===== src/rtl/ctc_pkg.sv =====
`timescale 1ns/1ps
package ctc_pkg;
    localparam int unsigned ADDR_W = 3;

    localparam logic [ADDR_W-1:0] A_CTRL = 3'd0;
    localparam logic [ADDR_W-1:0] A_STAT = 3'd1;
    localparam logic [ADDR_W-1:0] A_CAPH = 3'd2;
    localparam logic [ADDR_W-1:0] A_CAPL = 3'd3;
    localparam logic [ADDR_W-1:0] A_CNTH = 3'd4;
    localparam logic [ADDR_W-1:0] A_CNTL = 3'd5;

    // control bit positions
    localparam int unsigned B_SRC  = 0;
    localparam int unsigned B_AIE  = 1;
    localparam int unsigned B_CIE  = 2;
    localparam int unsigned B_RISE = 3;
    localparam int unsigned CTRL_BITS = 4;

    // status bit positions
    localparam int unsigned F_CAP = 0;
    localparam int unsigned F_ANA = 1;

    typedef enum logic [1:0] {
        IRQ_NONE = 2'b00,
        IRQ_CAP  = 2'b01,
        IRQ_ANA  = 2'b10
    } irq_src_e;

    typedef struct packed {
        logic pin;
        logic cmp1;
        logic cmp2;
        logic mode;
    } ctc_hist_t;
endpackage


===== src/rtl/ctc_counter.sv =====
`timescale 1ns/1ps
module ctc_counter #(
    parameter int unsigned W = 16
) (
    input  logic         clk,
    input  logic         rst_n,
    input  logic         tick_en,
    output logic [W-1:0] count
);
    logic [W-1:0] cnt_d, cnt_q;

    always_comb begin
        cnt_d = cnt_q;
        if (tick_en) cnt_d = cnt_q + W'(1);
    end

    always_ff @(posedge clk or negedge rst_n) begin
        if (!rst_n) cnt_q <= '0;
        else        cnt_q <= cnt_d;
    end

    assign count = cnt_q;
endmodule


===== src/rtl/ctc_edge_sel.sv =====
`timescale 1ns/1ps
module ctc_edge_sel
    import ctc_pkg::*;
(
    input  logic clk,
    input  logic rst_n,
    input  logic pin,
    input  logic cmp1,
    input  logic cmp2,
    input  logic mode,
    input  logic sel_cmp,
    input  logic rise,
    output logic cap_evt,
    output logic ana_evt,
    output logic mode_evt
);
    ctc_hist_t h_d, h_q;
    logic pin_edge, cmp2_edge;

    always_comb begin
        h_d.pin  = pin;
        h_d.cmp1 = cmp1;
        h_d.cmp2 = cmp2;
        h_d.mode = mode;
        // each source keeps its own history so a source switch makes no edge
        pin_edge  = rise ? (pin  & ~h_q.pin)  : (~pin  & h_q.pin);
        cmp2_edge = rise ? (cmp2 & ~h_q.cmp2) : (~cmp2 & h_q.cmp2);
        cap_evt   = sel_cmp ? cmp2_edge : pin_edge;
        ana_evt   = (cmp1 & ~h_q.cmp1) | (cmp2 & ~h_q.cmp2);
        mode_evt  = mode & ~h_q.mode;
    end

    always_ff @(posedge clk or negedge rst_n) begin
        if (!rst_n) h_q <= '0;
        else        h_q <= h_d;
    end
endmodule


===== src/rtl/ctc_irq_arb.sv =====
`timescale 1ns/1ps
module ctc_irq_arb
    import ctc_pkg::*;
(
    input  logic       cap_flag,
    input  logic       ana_flag,
    input  logic       cap_ie,
    input  logic       ana_ie,
    output logic       irq_capture,
    output logic       irq_analog,
    output logic [1:0] irq_src
);
    irq_src_e src;

    always_comb begin
        irq_capture = cap_flag & cap_ie;
        irq_analog  = ana_flag & ana_ie;
        if (irq_capture)     src = IRQ_CAP;
        else if (irq_analog) src = IRQ_ANA;
        else                 src = IRQ_NONE;
    end

    assign irq_src = src;
endmodule


===== src/rtl/ctc_capture_ctrl.sv =====
`timescale 1ns/1ps
module ctc_capture_ctrl
    import ctc_pkg::*;
#(
    parameter int unsigned DATA_W = 8
) (
    input  logic              clk,
    input  logic              rst_n,
    input  logic              tick_en,
    input  logic [ADDR_W-1:0] reg_addr,
    input  logic              reg_wr,
    input  logic              reg_rd,
    input  logic [DATA_W-1:0] reg_wdata,
    output logic [DATA_W-1:0] reg_rdata,
    input  logic              cmp1_flag,
    input  logic              cmp2_flag,
    input  logic              cap_pin,
    input  logic              ramp_mode,
    output logic              irq_capture,
    output logic              irq_analog,
    output logic [1:0]        irq_src
);
    localparam int unsigned CNT_W = 2 * DATA_W;
    localparam logic [DATA_W-1:0] CTRL_MASK = DATA_W'((1 << CTRL_BITS) - 1);

    typedef struct packed {
        logic [DATA_W-1:0] ctrl;
        logic              cap_flag;
        logic              ana_flag;
        logic [CNT_W-1:0]  cap;
        logic [DATA_W-1:0] lo_hold;
        logic              frozen;
        logic [DATA_W-1:0] rdata;
    } ctc_state_t;

    ctc_state_t s_d, s_q;

    logic [CNT_W-1:0]  cnt_q;
    logic              cap_evt, ana_evt, mode_evt;
    logic [DATA_W-1:0] stat_byte;
    logic              cap_flag_q, ana_flag_q, ctrl_src_q;

    ctc_counter #(.W(CNT_W)) u_cnt (
        .clk     (clk),
        .rst_n   (rst_n),
        .tick_en (tick_en),
        .count   (cnt_q)
    );

    ctc_edge_sel u_edge (
        .clk      (clk),
        .rst_n    (rst_n),
        .pin      (cap_pin),
        .cmp1     (cmp1_flag),
        .cmp2     (cmp2_flag),
        .mode     (ramp_mode),
        .sel_cmp  (s_q.ctrl[B_SRC]),
        .rise     (s_q.ctrl[B_RISE]),
        .cap_evt  (cap_evt),
        .ana_evt  (ana_evt),
        .mode_evt (mode_evt)
    );

    assign cap_flag_q = s_q.cap_flag;
    assign ana_flag_q = s_q.ana_flag;
    assign ctrl_src_q = s_q.ctrl[B_SRC];

    always_comb begin
        s_d = s_q;

        stat_byte        = '0;
        stat_byte[F_CAP] = s_q.cap_flag;
        stat_byte[F_ANA] = s_q.ana_flag;

        // control: software write, then mode entry forces comparator source
        if (reg_wr && reg_addr == A_CTRL) s_d.ctrl = reg_wdata & CTRL_MASK;
        if (mode_evt)                     s_d.ctrl[B_SRC] = 1'b1;

        // status: write-one-to-clear, then new events win
        if (reg_wr && reg_addr == A_STAT) begin
            if (reg_wdata[F_CAP]) s_d.cap_flag = 1'b0;
            if (reg_wdata[F_ANA]) s_d.ana_flag = 1'b0;
        end
        if (cap_evt) begin
            s_d.cap_flag = 1'b1;
            s_d.cap      = cnt_q;
        end
        if (ana_evt) s_d.ana_flag = 1'b1;

        // registered read port with low-byte hold on high-byte read
        if (reg_rd) begin
            unique case (reg_addr)
                A_CTRL: s_d.rdata = s_q.ctrl;
                A_STAT: s_d.rdata = stat_byte;
                A_CAPH: begin
                    s_d.rdata   = s_q.cap[CNT_W-1:DATA_W];
                    s_d.lo_hold = s_q.cap[DATA_W-1:0];
                    s_d.frozen  = 1'b1;
                end
                A_CAPL: begin
                    s_d.rdata  = s_q.frozen ? s_q.lo_hold : s_q.cap[DATA_W-1:0];
                    s_d.frozen = 1'b0;
                end
                A_CNTH:  s_d.rdata = cnt_q[CNT_W-1:DATA_W];
                A_CNTL:  s_d.rdata = cnt_q[DATA_W-1:0];
                default: s_d.rdata = '0;
            endcase
        end
    end

    always_ff @(posedge clk or negedge rst_n) begin
        if (!rst_n) s_q <= '0;
        else        s_q <= s_d;
    end

    assign reg_rdata = s_q.rdata;

    ctc_irq_arb u_arb (
        .cap_flag    (s_q.cap_flag),
        .ana_flag    (s_q.ana_flag),
        .cap_ie      (s_q.ctrl[B_CIE]),
        .ana_ie      (s_q.ctrl[B_AIE]),
        .irq_capture (irq_capture),
        .irq_analog  (irq_analog),
        .irq_src     (irq_src)
    );
endmodule


===== config.mk =====
export PLATFORM = sky130hd
export DESIGN_NAME = ctc_capture_ctrl
export DESIGN_NICKNAME = d
export VERILOG_FILES = /design/src/rtl/ctc_pkg.sv /design/src/rtl/ctc_counter.sv /design/src/rtl/ctc_edge_sel.sv /design/src/rtl/ctc_irq_arb.sv /design/src/rtl/ctc_capture_ctrl.sv
export SDC_FILE = /design/constraint.sdc
export NUM_CORES = 1
export LEC_CHECK = 0
export ABC_AREA = 1
export BUFFER_PORTS_ARGS = -buffer_cell sky130_fd_sc_hd__buf_2
export CORE_MARGIN = 3
export CORE_UTILIZATION = 32
export CTS_CLUSTER_SIZE = 24
export DETAILED_ROUTE_END_ITERATION = 10
export HOLD_SLACK_MARGIN = 0.08
export SLEW_MARGIN = 20
export SYNTH_ARGS = -nofsm -noshare
export SYNTH_HDL_FRONTEND = slang
export SYNTH_SLANG_ARGS = --single-unit

===== constraint.sdc =====
create_clock -name clk -period 2.4 [get_ports clk]
set_clock_uncertainty 0.15 [all_clocks]
set_input_delay 0 -clock clk [delete_from_list [all_inputs] [get_ports clk]]
set_output_delay 0 -clock clk [all_outputs]
set_load 0.01 [all_outputs]

# ---- Yosys cells after proc, flatten, opt, wreduce, memory -nomap -nowiden
# Index checks and enable logic that the tools add are counted.
dict set report word_totals {
  register_bits 59
  inputBits 20
  out_inout_bits 12
  wordCells 62
}
dict set report op_classes {
  n_addsub 1
  n_eq_ne 5
  mux 15
  n_bitwise 15
  reduce_logical 13
}
# cell n
set op_table {}
lappend op_table {{$pmux 8 s6} 1}
lappend op_table {{$add 16x1->16 const B} 1}
lappend op_table {{$reduce_bool 2->1} 6}
lappend op_table {{$mux 1} 9}
lappend op_table {{$and 1x1->1} 8}
lappend op_table {{$mux 8} 1}
lappend op_table {{$reduce_and 2->1} 4}
lappend op_table {{$eq 3x2->1 const B} 2}
lappend op_table {{$eq 3x3->1 const B} 2}
lappend op_table {{$mux 2} 3}
lappend op_table {{$not 1->1} 6}
lappend op_table {{$eq 3x1->1 const B} 1}
lappend op_table {{$logic_not 3->1} 1}
lappend op_table {{$logic_and 1x1->1} 2}
lappend op_table {{$pmux 1 s2} 1}
lappend op_table {{$or 1x1->1} 1}

# ---- Longest topological paths before layout
dict set report depth {
  ltp_word 6
  ltp_mapped 8
}

# ---- Modules after synthesis
# A second synthesis with hierarchy kept.
dict set report hier_totals {
  cells_unflattened 387
  area_unflattened_um2 3047.9
}
# module n_inst cells_per_inst area_each_um2
set modules_own_cells {}
lappend modules_own_cells {ctc_capture_ctrl 1 259 2023.2}
lappend modules_own_cells {ctc_counter 1 97 813.3}
lappend modules_own_cells {ctc_edge_sel 1 25 182.7}
lappend modules_own_cells {ctc_irq_arb 1 6 28.8}

# ---- Worst setup path after synthesis
# Ideal clock, no wire load.
dict set report synth_path {
  path_kind {register to register}
  start {reg u_cnt.cnt_q[0], in the netlist u_cnt.count[0]}
  end {reg u_cnt.cnt_q[12], in the netlist u_cnt.count[12]}
  arrival_ps 1122
  t_required_ps 2130
  setup_slack_ps 1008
  stages_incl_launch_ff 7
  n_path_buf 0
  period_less_slack_ps 1392
  path_cell_list {dfrtp_1 -> ha_1 -> nand3_1 -> nor2_2 -> nand2_2 -> o21ai_1 -> nand2_1}
}
dict set report synth_between {
  elab_chain_len 1
}
# element line_no
set synth_rtl {}
lappend synth_rtl {{start, declared} ctc_counter.sv:10} ;# logic [W-1:0] cnt_d, cnt_q;
lappend synth_rtl {{start signal, assigned} ctc_counter.sv:19} ;# else cnt_q <= cnt_d;
lappend synth_rtl {{$add 16x1->16} ctc_counter.sv:14} ;# if (tick_en) cnt_d = cnt_q + W'(1);
# Every way passes these cells.
# A chain may end at the register's enable or synchronous reset.

# ---- Worst setup path in the final report
dict set report layout_path {
  start {in reg_addr[0]}
  end {reg s_q[38] (netlist name)}
}
dict set report layout_between {
  elab_chain_len 2
}
# element line_no
set layout_rtl {}
lappend layout_rtl {{start, declared} ctc_capture_ctrl.sv:10} ;# input logic [ADDR_W-1:0] reg_addr,
lappend layout_rtl {{$logic_not 3->1} ctc_capture_ctrl.sv:76} ;# if (reg_wr && reg_addr == A_CTRL) s_d.ctrl = reg_wdata & CTRL_MASK;
lappend layout_rtl {{$logic_and 1x1->1} ctc_capture_ctrl.sv:76}
lappend layout_rtl {{end signal, assigned} ctc_capture_ctrl.sv:112} ;# if (!rst_n) s_q <= '0;
lappend layout_rtl {{end signal, assigned} ctc_capture_ctrl.sv:113} ;# else s_q <= s_d;
lappend layout_rtl {{end, declared} ctc_capture_ctrl.sv:36} ;# ctc_state_t s_d, s_q;
# Every way passes these cells.

==> metrics.txt <==
drt drc=0; CP Data Arrival Time=approximately 2300 ps; post-layout util=40.9%; Routed WL=6970 um; diodes inserted=0; CP Capture Type=register; DP Area=3200 um^2; Leakage=roughly 1.8 nW; final instance area=3670 um^2; xor/xnor share of the synthesized area=2.89%; Setup Crit Path Kind=in -> reg; Slew headroom=about 53%; First-pass DRT Iterations=4; Reg2Reg Depth=8; fin crit period=about 2100 ps; fraction of layout cells with a size suffix above 1=17.5%; CTS Root Cell=clkbuf_8; CP Launch Type=input pin; routed via count=2,556; final period utilization=around nine tenths; Reg power frac=47.9%; FF+latch count, synth=59; pin count of the biggest net entering global routing=33; clock power share=a little over a quarter; Final HPWL DP=4810 um; clock-pin transition on the worst setup and hold timing paths=70 ps; port buffer count=27; Top-Level Pins=32; switching power=1.03 mW; area fraction in compound gates after synthesis=8.71%; Logic pwr share=24.8%; Syn Inst Count=between 300 and 400; die area=10,700 um^2; area delta synth->final=21.1%; reg-to-reg slack, setup=450 ps; Synth async-reset ratio=100%; vias in the first global route=2,552; Seq/Total Area, Yosys=48.7%; Ys Warns=0; area leader, netlist=dfrtp_1; Synth Area in Simple Gates=29.3%; Critical R2R Launch=s_q[8]; Pint=1.95 mW; hold crit path type=in -> async; Synth cell types=30; global-route usage over all layers=14.8%; Hold Vio Cnt, Final=0; total core area=8980 um^2; Max-Cap Viols=0; CP Max Fanout=12; worst hold slack=slightly below 100 ps; Die Y=103 um; routability cong.=0.782; post-route antenna net violation count=0; Num Clock Sinks=59; first-pass GRT wire length=12,200 um; number of synthesized flops with an enable pin=0; PD cells=812 nW/um^2; FMAX=467 MHz; TritonCTS clock tree=yes; Synth Net Count=389; synth top area cells=dfrtp_1 (49%), nand2_1 (15%), nand3_1 (4.8%); routed vias/inst=approximately 4.6; Slew Viols, Final=0; CTS buffer count=9; Peak supply drop=about 0.00031 V; CTS Buffer Depth=2; status=completed; Net Sw Frac=between 30% and 40%; # rows=34; Final setup viols=0; Commonest cells post-synth=nand2_1 (119), dfrtp_1 (59), inv_1 (33); GRT Residual Overflow=0; die width=103 um; reg2reg end=reg_rdata[3]; Setup TNS Final=0 ps; Final Power=2.98 mW; largest family of logic cells by synthesized area=simple AND/OR/NAND/NOR gates; NumNets Final=440; worst path required time=2530 ps; Post-Synth Adder-Cell Area=0.413%; Clock Latency Late Sink=340 ps; antenna violations before repair=0; RSZ-0062 raised after global routing=no; top-area cell type share of the netlist area=48.7%; Avg Inst Size Synth=around 8 um^2; top-count cell post-synth=nand2_1; fill cell count=902; Synth Flop Type=dfrtp_1; per-cell routed wire length=approximately 13 um; H-tree Lvls=3; Initial Utilization=33.8%; mapped cell area=3030 um^2; Post CTS Setup Buffer Count=0; Worst Tran Pin Value=approximately 710 ps; initial DRC count=194; mux contribution to synthesized area=0.371%
-- registers in the layout (all words and copies together) (netlist names) --
signal,cells
s_q,28
u_edge.h_q,4
ana_flag_q,1
u_cnt.count,16
reg_rdata,8
cap_flag_q,1
ctrl_src_q,1
-- power by group through the flow --
stage | Sequential, mW | Clock [mW] | Combinational, mW
3_5_place_dp | 1.44 | 0 | 0.697
4_1_cts | 1.43 | 0.832 | 0.746
3_3_place_gp | 1.44 | 0 | 0.675
6_report | 1.43 | 0.813 | 0.738
2_1_floorplan | 1.37 | 0 | 0.578
5_1_grt | 1.46 | 0.877 | 0.847
-- final cells by class --
| class | instances | area [um^2] | share of cell area [%] |
|---|---|---|---|
| Clock buffer | 12 | 155 | 4.23 |
| Clock inverter | 4 | 25.0 | 0.682 |
| Inverter | 39 | 151 | 4.12 |
| Multi-Input combinational cell | 252 | 1260 | 34.5 |
| Sequential cell | 59 | 1480 | 40.2 |
| Tap cell | 126 | 158 | 4.29 |
| Timing Repair Buffer | 58 | 440 | 12.0 |
-- cell families (layout without fill, tap and decap cells) --
group / after synthesis / after routing
and+or+nand+nor: 196 / 196
muxes: 1 / 1
adders and majority gates: 1 / 1
AOI/OAI and AO/OA: 44 / 44
buffers and inverters: 57 / 113
xor gates and xnor gates: 10 / 10
DFF: 59 / 59
-- worst max-delay path, cell delays in order --
cell and delay [ps]:
buf_2 160, nor2_2 400, nand3_1 310, inv_2 130, nand2_1 60, dlygate4sd3_1 560, o21ai_0 70, dlygate4sd3_1 560
-- metal layers --
| layer | track usage, % | vias to the layer above | routed length (um) | share of wire, % |
|---|---|---|---|---|
| met4 | 7.67 | 0 | 223 | 3.2 |
| met1 | 18.3 | 1207 | 3100 | 44 |
| met3 | 2.88 | 19 | 301 | 4.3 |
| met2 | 24.5 | 58 | 3350 | 48 |
| met5 | 0 | - | 0 | 0 |
| li1 | - | 1272 | - | - |
-- worst max path at each step --
stage,startpoint,endpoint,slack (ps)
floorplan,u_cnt.count[0],u_cnt.count[12],1010
detailed placement,u_edge.h_q[3],s_q[23],780
global route,reg_addr[0],s_q[37],110
finish,reg_addr[0],s_q[38],260
CTS,reg_addr[0],s_q[38],350
global placement,u_cnt.count[0],u_cnt.count[12],810
-- metrics by stage --
| step | std cells | setup WS [ps] |
|---|---|---|
| 2_1_floorplan | 368 | 1010 |
| 3_3_place_gp | 505 | 808 |
| 3_5_place_dp | 505 | 779 |
| 4_1_cts | 550 | 346 |
| 5_1_grt | 550 | 112 |
| 6_report | 550 | 260 |
-- placed cells by master, fill, tap and decap left out, types with 4 or more instances in the layout --
cell type and instances:
nand2_1 119, dfrtp_1 59, o21ai_1 18, dlygate4sd3_1 29, o21ai_0 8, o21ai_2 10, buf_2 27, a21oi_1 6
nand4_1 10, nor2_2 4, nor2_1 21, nand2_2 4, xor2_1 9, inv_1 33, nand3_1 29, clkbuf_8 11
inv_2 4
-- timing repair --
action / 4_1_cts / 5_1_grt
endpoints found under the hold margin: 75 / 0
endpoints found under the setup margin: 0 / 0
gates resized for setup: 0 / 0
hold buffers: 29 / 0
Power figures use the tool's default switching activity.
